File: src/rtl/irq_pkg.sv
package irq_pkg;
  localparam int IE_BIT = 9;
  localparam int TR_BIT = 8;
  localparam logic [7:0] TYPE_DIV  = 8'd0;
  localparam logic [7:0] TYPE_STEP = 8'd1;
  localparam logic [7:0] TYPE_NMI  = 8'd2;

  typedef enum logic [2:0] {
    SRC_NONE, SRC_DIV, SRC_SWI, SRC_NMI, SRC_INTR, SRC_STEP
  } src_e;

  typedef enum logic [3:0] {
    ST_IDLE, ST_ACK, ST_PUSH_F, ST_PUSH_CS, ST_PUSH_IP,
    ST_RD_IP, ST_W_IP, ST_RD_CS, ST_W_CS, ST_DONE
  } st_e;
endpackage

File: src/rtl/irq_nmi_latch.sv
module irq_nmi_latch (
  input  logic clk,
  input  logic rst_n,
  input  logic nmi_in,
  input  logic take,
  output logic pending
);
  logic prev;
  logic edge_seen;

  assign edge_seen = nmi_in & ~prev;

  always_ff @(posedge clk) begin
    if (!rst_n) begin
      prev    <= 1'b0;
      pending <= 1'b0;
    end else begin
      prev    <= nmi_in;
      pending <= edge_seen | (pending & ~take);
    end
  end

  // a rising edge is always remembered
  a_r9_edge_held: assert property (@(posedge clk) disable iff (!rst_n)
    $rose(nmi_in) |=> pending);
endmodule

File: src/rtl/irq_arbiter.sv
module irq_arbiter
  import irq_pkg::*;
#(
  parameter int TYPE_W = 8
) (
  input  logic              div_fault,
  input  logic              swi_req,
  input  logic [TYPE_W-1:0] swi_type,
  input  logic              nmi_pend,
  input  logic              intr,
  input  logic              ie_flag,
  input  logic              tr_flag,
  output src_e              src,
  output logic [TYPE_W-1:0] src_type
);
  always_comb begin
    src      = SRC_NONE;
    src_type = '0;
    if (div_fault) begin
      src      = SRC_DIV;
      src_type = TYPE_W'(TYPE_DIV);
    end else if (swi_req) begin
      src      = SRC_SWI;
      src_type = swi_type;
    end else if (nmi_pend) begin
      src      = SRC_NMI;
      src_type = TYPE_W'(TYPE_NMI);
    end else if (intr && ie_flag) begin
      src      = SRC_INTR;
      src_type = '0;
    end else if (tr_flag) begin
      src      = SRC_STEP;
      src_type = TYPE_W'(TYPE_STEP);
    end
  end

  // a fault always wins over everything else
  a_r2_fault_first: assert final (!div_fault || src == SRC_DIV);
endmodule

File: src/rtl/irq_seq.sv
module irq_seq
  import irq_pkg::*;
#(
  parameter int ADDR_W    = 20,
  parameter int DATA_W    = 16,
  parameter int TYPE_W    = 8,
  parameter int SEG_SHIFT = 4
) (
  input  logic              clk,
  input  logic              rst_n,
  input  logic              boundary,
  input  src_e              src,
  input  logic [TYPE_W-1:0] src_type,
  input  logic [DATA_W-1:0] sp_in,
  input  logic [DATA_W-1:0] ss_in,
  input  logic [DATA_W-1:0] cs_in,
  input  logic [DATA_W-1:0] ip_in,
  input  logic [DATA_W-1:0] flags_in,
  output logic              take,
  output logic              inta,
  input  logic              intr_type_valid,
  input  logic [TYPE_W-1:0] intr_type,
  output logic              mem_valid,
  input  logic              mem_ready,
  output logic              mem_we,
  output logic [ADDR_W-1:0] mem_addr,
  output logic [DATA_W-1:0] mem_wdata,
  input  logic              mem_rsp_valid,
  input  logic [DATA_W-1:0] mem_rdata,
  output logic              busy,
  output logic              done,
  output logic [DATA_W-1:0] new_sp,
  output logic [DATA_W-1:0] new_cs,
  output logic [DATA_W-1:0] new_ip,
  output logic [DATA_W-1:0] new_flags
);
  localparam int VEC_W = TYPE_W + 2;
  localparam logic [DATA_W-1:0] CLR_MASK =
    ~((DATA_W'(1) << IE_BIT) | (DATA_W'(1) << TR_BIT));

  st_e               st;
  logic [DATA_W-1:0] sp_r, ss_r, cs_r, ip_r, flg_r;
  logic [TYPE_W-1:0] typ_r;
  logic [DATA_W-1:0] sp_dec;
  logic [ADDR_W-1:0] seg_base, stack_addr, vec_base;
  logic              accept;

  assign sp_dec     = sp_r - DATA_W'(2);
  assign seg_base   = ADDR_W'({ss_r, {SEG_SHIFT{1'b0}}});
  assign stack_addr = seg_base + ADDR_W'(sp_dec);
  assign vec_base   = ADDR_W'({typ_r, 2'b00});
  assign take       = (st == ST_IDLE) && boundary && (src != SRC_NONE);
  assign accept     = mem_valid && mem_ready;

  always_comb begin
    mem_valid = 1'b0;
    mem_we    = 1'b0;
    mem_addr  = vec_base;
    mem_wdata = '0;
    case (st)
      ST_PUSH_F:  begin mem_valid = 1'b1; mem_we = 1'b1; mem_addr = stack_addr; mem_wdata = flg_r; end
      ST_PUSH_CS: begin mem_valid = 1'b1; mem_we = 1'b1; mem_addr = stack_addr; mem_wdata = cs_r;  end
      ST_PUSH_IP: begin mem_valid = 1'b1; mem_we = 1'b1; mem_addr = stack_addr; mem_wdata = ip_r;  end
      ST_RD_IP:   begin mem_valid = 1'b1; mem_addr = vec_base; end
      ST_RD_CS:   begin mem_valid = 1'b1; mem_addr = vec_base + ADDR_W'(2); end
      default: ;
    endcase
  end

  assign inta   = (st == ST_ACK);
  assign busy   = (st != ST_IDLE);
  assign done   = (st == ST_DONE);
  assign new_sp = sp_r;

  always_ff @(posedge clk) begin
    if (!rst_n) begin
      st        <= ST_IDLE;
      sp_r      <= '0;
      ss_r      <= '0;
      cs_r      <= '0;
      ip_r      <= '0;
      flg_r     <= '0;
      typ_r     <= '0;
      new_cs    <= '0;
      new_ip    <= '0;
      new_flags <= '0;
    end else begin
      case (st)
        ST_IDLE: if (take) begin
          sp_r  <= sp_in;
          ss_r  <= ss_in;
          cs_r  <= cs_in;
          ip_r  <= ip_in;
          flg_r <= flags_in;
          typ_r <= src_type;
          st    <= (src == SRC_INTR) ? ST_ACK : ST_PUSH_F;
        end
        ST_ACK: if (intr_type_valid) begin
          typ_r <= intr_type;
          st    <= ST_PUSH_F;
        end
        ST_PUSH_F: if (accept) begin
          sp_r      <= sp_dec;
          new_flags <= flg_r & CLR_MASK;
          st        <= ST_PUSH_CS;
        end
        ST_PUSH_CS: if (accept) begin
          sp_r <= sp_dec;
          st   <= ST_PUSH_IP;
        end
        ST_PUSH_IP: if (accept) begin
          sp_r <= sp_dec;
          st   <= ST_RD_IP;
        end
        ST_RD_IP: if (accept) st <= ST_W_IP;
        ST_W_IP: if (mem_rsp_valid) begin
          new_ip <= mem_rdata;
          st     <= ST_RD_CS;
        end
        ST_RD_CS: if (accept) st <= ST_W_CS;
        ST_W_CS: if (mem_rsp_valid) begin
          new_cs <= mem_rdata;
          st     <= ST_DONE;
        end
        default: st <= ST_IDLE;
      endcase
    end
  end

  // a stalled request keeps its contents
  a_r10_req_stable: assert property (@(posedge clk) disable iff (!rst_n)
    (mem_valid && !mem_ready) |=> (mem_valid && $stable(mem_addr) &&
                                   $stable(mem_we) && $stable(mem_wdata)));
  // completion is a single-cycle pulse
  a_r11_done_pulse: assert property (@(posedge clk) disable iff (!rst_n)
    done |=> !done);
  // no memory traffic while waiting for the requester's type
  a_r8_quiet_ack: assert property (@(posedge clk) disable iff (!rst_n)
    inta |-> !mem_valid);
  // an acknowledge only follows a frame taken with interrupts enabled
  a_r3_ack_enabled: assert property (@(posedge clk) disable iff (!rst_n)
    inta |-> flg_r[IE_BIT]);
  // vector reads stay inside the table
  a_r6_vec_range: assert property (@(posedge clk) disable iff (!rst_n)
    (mem_valid && !mem_we) |-> (mem_addr >> VEC_W) == '0);
endmodule

File: src/rtl/irq_entry_seq.sv
module irq_entry_seq
  import irq_pkg::*;
#(
  parameter int ADDR_W    = 20,
  parameter int DATA_W    = 16,
  parameter int TYPE_W    = 8,
  parameter int SEG_SHIFT = 4
) (
  input  logic              clk,
  input  logic              rst_n,
  input  logic              boundary,
  input  logic              div_fault,
  input  logic              swi_req,
  input  logic [TYPE_W-1:0] swi_type,
  input  logic              nmi,
  input  logic              intr,
  output logic              inta,
  input  logic              intr_type_valid,
  input  logic [TYPE_W-1:0] intr_type,
  input  logic [DATA_W-1:0] sp_in,
  input  logic [DATA_W-1:0] ss_in,
  input  logic [DATA_W-1:0] cs_in,
  input  logic [DATA_W-1:0] ip_in,
  input  logic [DATA_W-1:0] flags_in,
  output logic              mem_valid,
  input  logic              mem_ready,
  output logic              mem_we,
  output logic [ADDR_W-1:0] mem_addr,
  output logic [DATA_W-1:0] mem_wdata,
  input  logic              mem_rsp_valid,
  input  logic [DATA_W-1:0] mem_rdata,
  output logic              busy,
  output logic              done,
  output logic [DATA_W-1:0] new_sp,
  output logic [DATA_W-1:0] new_cs,
  output logic [DATA_W-1:0] new_ip,
  output logic [DATA_W-1:0] new_flags
);
  src_e              src;
  logic [TYPE_W-1:0] src_type;
  logic              nmi_pend;
  logic              take;

  irq_nmi_latch u_nmi (
    .clk     (clk),
    .rst_n   (rst_n),
    .nmi_in  (nmi),
    .take    (take && (src == SRC_NMI)),
    .pending (nmi_pend)
  );

  irq_arbiter #(.TYPE_W(TYPE_W)) u_arb (
    .div_fault (div_fault),
    .swi_req   (swi_req),
    .swi_type  (swi_type),
    .nmi_pend  (nmi_pend),
    .intr      (intr),
    .ie_flag   (flags_in[IE_BIT]),
    .tr_flag   (flags_in[TR_BIT]),
    .src       (src),
    .src_type  (src_type)
  );

  irq_seq #(
    .ADDR_W(ADDR_W), .DATA_W(DATA_W), .TYPE_W(TYPE_W), .SEG_SHIFT(SEG_SHIFT)
  ) u_seq (
    .clk             (clk),
    .rst_n           (rst_n),
    .boundary        (boundary),
    .src             (src),
    .src_type        (src_type),
    .sp_in           (sp_in),
    .ss_in           (ss_in),
    .cs_in           (cs_in),
    .ip_in           (ip_in),
    .flags_in        (flags_in),
    .take            (take),
    .inta            (inta),
    .intr_type_valid (intr_type_valid),
    .intr_type       (intr_type),
    .mem_valid       (mem_valid),
    .mem_ready       (mem_ready),
    .mem_we          (mem_we),
    .mem_addr        (mem_addr),
    .mem_wdata       (mem_wdata),
    .mem_rsp_valid   (mem_rsp_valid),
    .mem_rdata       (mem_rdata),
    .busy            (busy),
    .done            (done),
    .new_sp          (new_sp),
    .new_cs          (new_cs),
    .new_ip          (new_ip),
    .new_flags       (new_flags)
  );

  // an entry only begins at an instruction boundary
  a_r1_start_boundary: assert property (@(posedge clk) disable iff (!rst_n)
    $rose(busy) |-> $past(boundary));
endmodule

File: config.mk
export PLATFORM = sky130hd
export DESIGN_NAME = irq_entry_seq
export DESIGN_NICKNAME = d
export VERILOG_FILES = /design/src/rtl/irq_pkg.sv /design/src/rtl/irq_nmi_latch.sv /design/src/rtl/irq_arbiter.sv /design/src/rtl/irq_seq.sv /design/src/rtl/irq_entry_seq.sv
export SDC_FILE = /design/constraint.sdc
export NUM_CORES = 1
export LEC_CHECK = 0
export CAP_MARGIN = 20
export CORE_UTILIZATION = 50
export CTS_BUF_LIST = sky130_fd_sc_hd__clkbuf_16
export DETAILED_ROUTE_END_ITERATION = 8
export GPL_TIMING_DRIVEN = 0
export PLACE_DENSITY = 0.87
export SYNTH_ARGS = -nofsm -noshare
export SYNTH_HDL_FRONTEND = slang
export SYNTH_SLANG_ARGS = --single-unit
File: constraint.sdc
create_clock -name clk -period 9.3 [get_ports clk]
set_input_delay 1.86 -clock clk [delete_from_list [all_inputs] [get_ports clk]]
set_output_delay 1.86 -clock clk [all_outputs]
set_load 0.03 [all_outputs]
Word-level counts from Yosys, hierarchy flattened. Cells that the tools add are included.

Flip-flop bits (word level): 140. Input port bits: 122. Word-level logic and storage cells: 91.

$add $sub $neg: 3. Equal/unequal tests: 21. Muxes and demuxes: 31. Bitwise gates (word level): 5. Reduce and logical (&&, ||, !) cells: 19.

Operators by type and width (count): $mux W8 (6); $pmux W16 S3 (1); $pmux W20 S2 (1); $mux W4 (9); $pmux W4 S9 (1); $mux W16 (2); $pmux W16 S2 (1); $add A20 B16 Y20 (1); $eq A4 B3 Y1 const B (4); $pmux W8 S2 (1); $sub A16 B2 Y16 const B (1); $mux W3 (5); $ne A2 B1 Y1 const B (7); $add A10 B2 Y11 const B (1); $reduce_and A9 Y1 (1); $eq A4 B2 Y1 const B (2); $eq A4 B4 Y1 const B (2); $reduce_and A2 Y1 (4); $ne A2 B2 Y1 const B (3); $reduce_and A3 Y1 (2); $logic_and A1 B1 Y1 (5); $reduce_or A5 Y1 (1); $eq A4 B1 Y1 const B (1); $logic_not A4 Y1 (1); 11 further kinds (16).

Longest topological paths before layout. Gate-level depths: netlist (run 1).

Depth in word-level cells: 11. Depth in mapped cells: 13. Mapped depth without buffers: 13.

Cells and area by module. Synthesis (run 1) repeated with hierarchy kept, for this count alone.

Cell total of the unflattened synthesis: 907. Area, all modules: 6820.3 µm².

By module, submodules not included: irq_seq (times used 1, cells an instance 881, area an instance 6612.6 µm²); irq_arbiter (times used 1, cells an instance 19, area an instance 127.6 µm²); irq_nmi_latch (times used 1, cells an instance 6, area an instance 70.1 µm²); irq_entry_seq (times used 1, cells an instance 1, area an instance 10.0 µm²).

Least setup slack after synthesis (run 1). Ideal clock, no wire load.

Path kind: reg2out. From: reg u_seq.sp_r[1], in the netlist u_seq.new_sp[1]. To: out mem_addr[18]. Arrival time: 3.206 ns. Required time: 7.440 ns. Path slack: 4.234 ns. Stages on the path, launching flop included: 13. Buffers on the path: 0. Cells stage by stage: dfxtp_1 inv_1 ha_1 nand3b_1 nand2b_4 or3_1 xnor2_1 ha_1 nand2_1 a211oi_1 o41ai_1 or3_1 a21oi_1.

Cells in the longest elaborated chain, start to end: 3.

Ends and longest elaborated chain: from (decl) (RTL line irq_seq.sv:42) `logic [DATA_W-1:0] sp_r, ss_r, cs_r, ip_r, flg_r;`; from (signal assigned) (RTL line irq_seq.sv:90) `sp_r <= sp_in;`; from (signal assigned) (RTL line irq_seq.sv:103) `sp_r <= sp_dec;`; from (signal assigned) (RTL line irq_seq.sv:108) `sp_r <= sp_dec;`; $sub A16 B2 Y16 (RTL line irq_seq.sv:48) `assign sp_dec = sp_r - DATA_W'(2);`; $add A20 B16 Y20 (RTL line irq_seq.sv:50) `assign stack_addr = seg_base + ADDR_W'(sp_dec);`; $pmux W20 S2 (RTL line irq_seq.sv:60) `case (st)`; to (decl) (RTL line irq_entry_seq.sv:28) `output logic [ADDR_W-1:0] mem_addr,`.

Every way passes these cells.

Worst setup path in the final report (run 1). Same ends and word-level chain as after synthesis.

==> run summary, run 1 <==
The flow ran to the end, and the final reports show no timing, DRC or antenna violations. The die is 118.3 µm wide. The area of the mapped netlist is 6763 µm².

STA classifies the critical path endpoint as a primary output. The number of global-route vias before repair is 6914. In this run the worst path has a maximum fanout of 6. The cell count after synthesis came out at 894. The min-delay analysis places its worst path in the category flop to flop. The synthesized design contains 0 enable-type register cells. The number of antenna repair diodes came out at 0. The kind of critical path is flop to primary output. The total of flip-flops plus latches after synthesis is 140.

The net count of the finished layout is around 1300. The count of maximum capacitance violations is 0. In this run the worst setup path begins at u_seq.new_sp[1]$_SDFFE_PN0P_.

The wire length on met3 came out at between 1.5 and 2 mm. The async set or reset register ratio after synthesis is 0. The clock tree buffer depth came out at 2. The I/O pin count came out at 227.

The cell depth of the worst flop-to-flop path came out at 7. The final estimated routing congestion in global placement came out at 0.9010. The total wire length after detailed routing came out at between 20 and 25 mm. The worst hold-check slack is between 0.4 and 0.5 ns.

The area occupied by registers came out at around 2800 µm². The share of post-route cells with drive strength above 1 came out at 0.06533. The pin count of the biggest net entering global routing came out at 17. The total number of vias is between 7000 and 8000. In the layout the commonest cells are sky130_fd_sc_hd__nand2_1, sky130_fd_sc_hd__clkdlybuf4s50_1, sky130_fd_sc_hd__a21oi_1. The number of iterations in the first detailed-routing pass came out at 6.

The die outline area is 13990 µm². In this run, the number of DRC markers left after iteration 0 of detailed routing was 586. The initial utilization of the core area, before any placement, comes to 0.5107. The clock reaches the later pin of the worst-skew pair after around 0.42 ns. Static timing analysis puts the maximum clock frequency at about 0.16 GHz.

The first global-routing pass estimated 34.56 mm of wire. Following the worst setup path forward leads to its endpoint at mem_addr[18]. The smallest clock period supported by the final layout is computed as 6.164 ns.

The post-CTS setup buffer count came out at 0. During placement, the flow inserted port buffers numbering 221. Walking the worst path, the cells encountered are inv_1 > ha_1 > nand3b_1 > nand2b_4 > or3_1 > xnor2_1 > ha_1 > a21oi_1 > o21ai_0 > o41ai_1 > o21ai_0 > a21oi_1 > clkdlybuf4s50_1. The cell count along the critical path came out at 13. The library cell used most frequently in the layout, excluding fill and tap cells, is sky130_fd_sc_hd__nand2_1. Of the synthesized area, sequential elements account for 0.4144. For the pin with the worst max-slew slack, the measured transition is 0.9933 ns. The H-tree was split into 4 levels.

The number of buffers created by CTS came out at 17. The static leakage power came out at 3.738 nW. The via density per instance is 5.582.

The count of standard-cell rows is between 40 and 50. After detailed placement, the total cell area comes to 9199 µm². The dominant delay contributor by cell family on the critical path is compound AO/OA/AOI/OAI gates. Clock skew on the completed layout was measured at 0.006944 ns. The area of the multi-input gates is about 3500 µm². The post-route fraction of the period consumed by the critical path came out at 0.6628. After clock tree synthesis, the clock-pin slew on the worst setup and hold paths is approximately 0.060 ns. The relative area change from synthesis to final layout came out at 45.20%. The overall track demand over capacity in global routing came out at 0.3115. In the synthesized netlist the dominant register cell turns out to be sky130_fd_sc_hd__dfxtp_1.

The root buffer cell is sky130_fd_sc_hd__clkbuf_16. The final setup violation count is 0. Across all register-to-register paths, the minimum setup slack is around 7 ns. Counting every sink on the clock net gives 140. The initial antenna violation count is 0.

Summed over all layers, the global routing overflow is 0. The number of buffer and inverter stages on the critical path is 2. The endpoint arrival time on the critical path is 4.30 ns. The TritonCTS clock tree is built. The number of nets with antenna violations after detailed routing is 0. On the worst path, the slowest cell contributes a delay of 0.69 ns. Setup repair after global routing left no endpoint under its margin. The worst setup path is launched from a flop. The data required time at the worst endpoint is 7.44 ns. The final instance area is about 9800 µm². The count of synthesis-stage warnings from yosys came out at 0.

The count of distinct cell types in the synthesized netlist came out at 63. The peak supply drop came out at 0.1359 mV. The startpoint identified for the worst register-to-register timing path is u_seq.st[2]$_SDFFE_PN0P_. The worst register-to-register path ends at u_seq.new_flags[5]$_SDFFE_PN0P_. After synthesis, the mean cell area works out to 7.565 µm².

The power per standard cell area came out at 243.2 nW/µm². The floorplan step defined a core boundary enclosing 13240 µm². The die is 118.3 µm tall. Signal routing reaches up to met4. The slowest cell on the critical path is sky130_fd_sc_hd__clkdlybuf4s50_1. For this run, design rule violations remaining after detail routing come to 0. The length of routed wiring on met1 came out at between 9 and 10 mm. The number of fillers in the final layout came out at just under 1000. Detailed placement ended at an HPWL of 15.78 mm. The wire length on met2 came out at around 10 mm. In the final routed layout, each cell accounts on average for approximately 17 µm.

The number of slew-limit violations in the final report was 0. The setup TNS is 0 ns. The number of buffers added to fix hold violations after cts came out at 0. The hold violation total from the final report came out at 0. In this run, post-CTS repair resized a total of 0 instances. The share of the core filled with cells came out at 0.7415. The relative slew slack is 0.3327.
routing by layer:
layer	GRT usage	up-vias
met5	0	-
met4	0.1250	0
met3	0.05985	51
met2	0.5169	365
met1	0.3968	3433
li1	-	3542
worst min-delay path, stage by stage (launching register included):
cell,delay [ns]
sky130_fd_sc_hd__dfxtp_1,0.31
sky130_fd_sc_hd__nand2_1,0.05
sky130_fd_sc_hd__a21oi_1,0.05
cell families (layout without fill, tap and decap cells):
| group | count (synthesis) | count (layout) | share of synthesized area |
|---|---|---|---|
| xor+xnor | 24 | 24 | 0.03108 |
| flops | 140 | 140 | 0.4144 |
| compound gates | 237 | 237 | 0.2122 |
| fa+ha+maj | 15 | 15 | 0.02886 |
| simple gates | 382 | 382 | 0.2472 |
| other cells | 1 | 2 | 0.0005545 |
| buf+inv | 92 | 345 | 0.06124 |
| mux | 3 | 3 | 0.004441 |
where the power goes:
| part | switching, mW | total (mW) | internal [mW] |
|---|---|---|---|
| combinational | 0.571 | 0.955 | 0.384 |
| clock | 0.268 | 0.717 | 0.448 |
| sequential | 0.0557 | 0.716 | 0.661 |
| total | 0.895 | 2.39 | 1.49 |
state kept, by name, summed over array words and instances (netlist names), 8 cells and up:
name and count:
u_seq.new_sp 16, u_seq.new_flags 14, u_seq.ip_r 16, u_seq.ss_r 16, u_seq.flg_r 16, u_seq.new_cs 16
u_seq.cs_r 16, u_seq.new_ip 16, u_seq.typ_r 8
cell type report:
cell class,count,share of cell area
multi-input cells,663,0.3615
flip-flops and latches,140,0.2854
repair buffers,221,0.2253
clock buffers,17,0.04332
plain buffers,64,0.03147
well taps,176,0.02243
clock inverters,15,0.01988
inverters,28,0.01070
worst min-delay path by stage:
stage | cells after the start | slack [ns] | startpoint | endpoint
floorplan | 2 | 0.44 | u_seq.cs_r[10]$_SDFFE_PN0P_ | u_seq.cs_r[10]$_SDFFE_PN0P_
global placement | 2 | 0.44 | u_seq.cs_r[12]$_SDFFE_PN0P_ | u_seq.cs_r[12]$_SDFFE_PN0P_
detailed placement | 2 | 0.45 | u_seq.new_ip[3]$_SDFFE_PN0P_ | u_seq.new_ip[3]$_SDFFE_PN0P_
CTS | 2 | 0.45 | u_seq.new_ip[3]$_SDFFE_PN0P_ | u_seq.new_ip[3]$_SDFFE_PN0P_
global route | 2 | 0.47 | u_seq.ip_r[5]$_SDFFE_PN0P_ | u_seq.ip_r[5]$_SDFFE_PN0P_
finish | 2 | 0.45 | u_seq.new_cs[13]$_SDFFE_PN0P_ | u_seq.new_cs[13]$_SDFFE_PN0P_
stage by stage:
step                setup WS [ns]  instances  power [mW]
floorplan                   4.234        895       1.344
global placement            3.636       1292       1.644
detailed placement          3.608       1292       1.662
CTS                         3.141       1324       2.378
global route                2.779       1324       2.500
finish                      3.136       1324       2.388
cell usage after synthesis (4+ instances only):
cell type	number	area [µm²]
sky130_fd_sc_hd__a21o_1	7	52.55
sky130_fd_sc_hd__dfxtp_1	140	2803
sky130_fd_sc_hd__buf_4	5	37.54
sky130_fd_sc_hd__inv_1	26	97.59
sky130_fd_sc_hd__and2_1	6	37.54
sky130_fd_sc_hd__nand2b_1	13	81.33
sky130_fd_sc_hd__nor3b_1	7	52.55
sky130_fd_sc_hd__xor2_1	13	113.9
sky130_fd_sc_hd__nor3_1	16	80.08
sky130_fd_sc_hd__nand4_1	4	25.02
sky130_fd_sc_hd__or3_1	4	25.02
sky130_fd_sc_hd__clkbuf_1	32	120.1
sky130_fd_sc_hd__a222oi_1	16	160.2
sky130_fd_sc_hd__o21ai_0	23	115.1
sky130_fd_sc_hd__nand3_1	13	65.06
sky130_fd_sc_hd__a211oi_1	13	97.59
sky130_fd_sc_hd__buf_2	21	105.1
sky130_fd_sc_hd__ha_1	14	175.2
sky130_fd_sc_hd__a21oi_1	144	720.7
sky130_fd_sc_hd__nand2_1	260	975.9
sky130_fd_sc_hd__nor2_1	38	142.6
sky130_fd_sc_hd__xnor2_1	11	96.34
No activity file was read; power rests on OpenSTA's default activity.
==> run 2, diff against run 1 <==
--- a/config.mk
+++ b/config.mk
@@ -6,11 +6,11 @@
 export NUM_CORES = 1
 export LEC_CHECK = 0
 export CAP_MARGIN = 20
-export CORE_UTILIZATION = 50
+export CORE_UTILIZATION = 42
 export CTS_BUF_LIST = sky130_fd_sc_hd__clkbuf_16
 export DETAILED_ROUTE_END_ITERATION = 8
 export GPL_TIMING_DRIVEN = 0
-export PLACE_DENSITY = 0.87
+export PLACE_DENSITY = 0.77
 export SYNTH_ARGS = -nofsm -noshare
 export SYNTH_HDL_FRONTEND = slang
 export SYNTH_SLANG_ARGS = --single-unit
==> constraint.sdc (replaced) <==
create_clock -name clk -period 5.58 [get_ports clk]
set_input_delay 1.116 -clock clk [delete_from_list [all_inputs] [get_ports clk]]
set_output_delay 1.116 -clock clk [all_outputs]
set_load 0.03 [all_outputs]
==> run 2 against run 1 <==
  * Count of clock-buffer cells in the layout stayed put
  * Non-clock buffer count stayed put
  * Die area is 19% higher
  * Combinational power is 65% higher
  * Wire length is 0.68% lower
  * Via count is 3.2% lower
  * Global-route usage is 5.0 points lower
  * Register-to-register slack worse by 3.7 ns
==> run summary, run 2 (synthesis gave the netlist of run 1 again) <==
The power per standard cell area came out at 395.2 nW/µm² (+63%). The part of the total power dissipated in sequential elements is 0.306 (+0.006). The residual overflow from global routing is 0 (unchanged).

The number of antenna repair diodes came out at 0 (unchanged). The worst-case clock skew came to 0.009605 ns (+0.002661 ns). The largest driver fanout on the critical path was 6 (unchanged). The overall die height is 128.9 µm (+9.0%).

The count of maximum capacitance violations came to 0 (unchanged). The data required time at the worst endpoint came out at 4.46 ns (-2.98 ns). The smallest setup slack after layout came out at 0.2495 ns (-2.886 ns). In this run the clock root is driven by a sky130_fd_sc_hd__clkbuf_16. The number of buffer and inverter stages on the critical path is 2 (unchanged). The delay of the slowest critical-path stage came to 0.69 ns (about the same). The average detailed-routed wire length per instance came out at 15.99 µm (-3.6%).

The number of global-route vias before repair came out at 6590 (-4.7%). The CTS clock-pin slew for the worst setup and hold paths was 0.06 ns (about the same). The power share of the clock group is 0.287 (-0.013). The relative contribution of combinational cells to total power is 0.407 (+0.007). The flow ran to the end, and the final reports show no timing, DRC or antenna violations. The endpoint arrival time on the critical path is 4.21 ns (-0.09 ns). The worst slack at placement is 0.6749 ns (-2.933 ns). The net total in the final layout came to 1272 (unchanged). The net switching power came out at 1.490 mW (+66%). The maximum clock frequency is 0.1876 GHz.

The core box area was 15830 µm² (+20%). The static leakage power is 3.742 nW (+0.11%). The most common cell after layout, fill and taps aside is sky130_fd_sc_hd__nand2_1. The number of buffers added to fix hold violations after cts is 0 (unchanged). The number of clock sinks seen by CTS came out at 140 (unchanged). The worst setup path is of the flop to primary output kind. The via density per instance is 5.243 (-6.1%). The shortest period the worst path allows is 5.331 ns.

The initial antenna violation count came out at 0 (unchanged). The die outline area came out at 16610 µm² (+19%). The number of buffers created by CTS came out at 17 (unchanged).

The DRC violation count after routing came out at 0 (unchanged). The number of cells in the design after placement was 1332 (+3.1%). The number of iterations in the first detailed-routing pass came to 5 (-1). The setup TNS is 0 ns (unchanged). Of the available clock period, the critical path in the final layout requires 0.9553.

The starting DRC count in detailed routing is 693 (+18%). The post-CTS setup buffer count was 0 (unchanged). The total number of vias was 7151 (-3.2%).

Traced cell by cell, the critical path runs through inv_1 > ha_1 > nand3b_1 > nand2b_4 > or3_1 > xnor2_1 > ha_1 > nand2_1 > a211oi_1 > o41ai_2 > or3_1 > a21oi_1 > clkdlybuf4s50_1. Setup repair after global routing left no endpoint under its margin. The total wire length after detailed routing is 21.80 mm (-0.68%). The insertion delay of the later-clocked pin in the worst-skew pair is 0.43 ns (about the same).

The peak supply drop was 0.2353 mV (+73%). The HPWL after detailed placement is 16.11 mm (+2.1%). The overall track demand over capacity in global routing is 0.2612 (-0.05030). The initial core utilization was 0.4273 (-0.08340). The share of post-route cells with drive strength above 1 came out at 0.06707 (+0.001742).

The worst setup path is captured at a primary output. The relative slew slack came out at 0.2801 (-0.05257). The number of slew-limit violations in the final report came out at 0 (unchanged). Among cell families on the critical path, the largest total delay comes from simple AND/OR/NAND/NOR gates. The tightest min-delay check is of the flop to flop type. For this design, the slowest cell found on the critical path is sky130_fd_sc_hd__clkdlybuf4s50_1. The number of nets with antenna violations after detailed routing came out at 0 (unchanged). The filler-free cell count of the finished design is 1364 (+3.0%). The clock tree buffer depth came out at 2 (unchanged).

Leaving out fill and tap cells, the most frequent cells in the layout are sky130_fd_sc_hd__nand2_1, sky130_fd_sc_hd__clkdlybuf4s50_1, sky130_fd_sc_hd__a21oi_1. The pin count of the biggest net entering global routing is 17 (unchanged). The internal cell power came out at 2.397 mW (+61%). Compared with the post-synthesis result, the final layout area differs by 45.44%. The x dimension of the die came to 128.9 µm (+9.0%). The actual slew at the worst max-slew pin was 1.072 ns (+0.07825 ns). The final estimated routing congestion in global placement came out at 0.8882 (-1.4%). The I/O pin count came out at 227 (unchanged). The depth of the CTS H-tree is 4 (unchanged).

TritonCTS built the clock tree. The hold violation total from the final report came out at 0 (unchanged). The wire length of the first global-routing pass is 33.29 mm (-3.7%). The switching part of the total power came to 0.3833 (+0.008513). The kind of launch point of the worst setup path is a flop.

The count of standard-cell rows was 46 (+9.5%). The final setup violation count is 0 (unchanged). The number of buffers added on ports came out at 221 (unchanged).
-- run 2: cell types whose count changed in the layout (fill, tap and decap cells not counted) --
cell | before | now
sky130_fd_sc_hd__clkinv_1 | 3 | 1
sky130_fd_sc_hd__o41ai_2 | 0 | 1
sky130_fd_sc_hd__clkinvlp_4 | 2 | 4
sky130_fd_sc_hd__bufinv_16 | 4 | 2
sky130_fd_sc_hd__dlymetal6s2s_1 | 0 | 1
sky130_fd_sc_hd__inv_6 | 3 | 2
sky130_fd_sc_hd__inv_1 | 27 | 28
sky130_fd_sc_hd__clkinv_4 | 2 | 3
sky130_fd_sc_hd__o41ai_1 | 1 | 0
sky130_fd_sc_hd__clkinv_2 | 1 | 2
sky130_fd_sc_hd__clkdlybuf4s50_1 | 221 | 220
-- run 2: area by class of cell --
| class | instances | area, µm² |
|---|---|---|
| buffer | 64 | 309.0 |
| fill | 1380 | 5992 |
| multi-input combinational | 663 | 3557 |
| clock inverter | 15 | 151.4 |
| clock buffer | 17 | 425.4 |
| inverter | 28 | 105.1 |
| tap | 216 | 270.3 |
| sequential | 140 | 2803 |
| timing repair buffer | 221 | 2215 |
-- run 2: final timing paths --
check,end,cells after the start,slack [ns],startpoint
worst max-delay path,mem_addr[18],13,0.25,u_seq.new_sp[1]$_SDFFE_PN0P_
worst min-delay path,u_seq.new_ip[12]$_SDFFE_PN0P_,2,0.45,u_seq.new_ip[12]$_SDFFE_PN0P_
worst max register to register,u_seq.new_flags[14]$_SDFFE_PN0P_,7,3.35,u_seq.st[2]$_SDFFE_PN0P_
worst min register to register,u_seq.new_ip[12]$_SDFFE_PN0P_,2,0.45,u_seq.new_ip[12]$_SDFFE_PN0P_
-- run 2: worst reg2reg max path, cell delays in order, from the launching register on --
cell	delay (ns)
sky130_fd_sc_hd__dfxtp_1	0.31
sky130_fd_sc_hd__buf_2	0.18
sky130_fd_sc_hd__nand2b_1	0.22
sky130_fd_sc_hd__nor3_2	0.59
sky130_fd_sc_hd__and2_1	0.32
sky130_fd_sc_hd__buf_2	0.27
sky130_fd_sc_hd__nand2_1	0.13
sky130_fd_sc_hd__a21oi_1	0.14
-- run 2: timing repair --
| action | in CTS | in global routing |
|---|---|---|
| endpoints found under the setup margin | 0 | 3 |
| resized for setup | 0 | 2 |
| endpoints found under the hold margin | 0 | 0 |
-- run 2: power groups by stage --
stage / Clock, mW / Combinational, mW / Sequential (mW)
2_1_floorplan: 0 / 0.995 / 1.24
3_3_place_gp: 0 / 1.55 / 1.21
3_5_place_dp: 0 / 1.57 / 1.21
4_1_cts: 1.12 / 1.57 / 1.19
5_1_grt: 1.16 / 1.72 / 1.20
6_report: 1.11 / 1.58 / 1.19
-- run 2: layer usage --
metal  routed length [µm]  vias to the layer above  GRT usage  share of wire
met1                 9610                     3279     0.3327           0.44
met3                 1638                       37    0.05863          0.075
met5                    0                        -          0              0
li1                     -                     3541          -              -
met2                10050                      294     0.4283           0.46
met4                  503                        0     0.1045          0.023
-- run 2: through the flow --
stage / util / hold slack, ns / instance area (µm²) / power, mW
final: 0.6214 / 0.4539 / 9836 / 3.887
after global routing: 0.6214 / 0.4720 / 9836 / 4.087
after CTS: 0.6208 / 0.4537 / 9826 / 3.885
after detailed placement: 0.5843 / 0.4458 / 9249 / 2.775
after global placement: 0.5843 / 0.4411 / 9249 / 2.754
after floorplan: - / 0.4357 / 6766 / 2.239
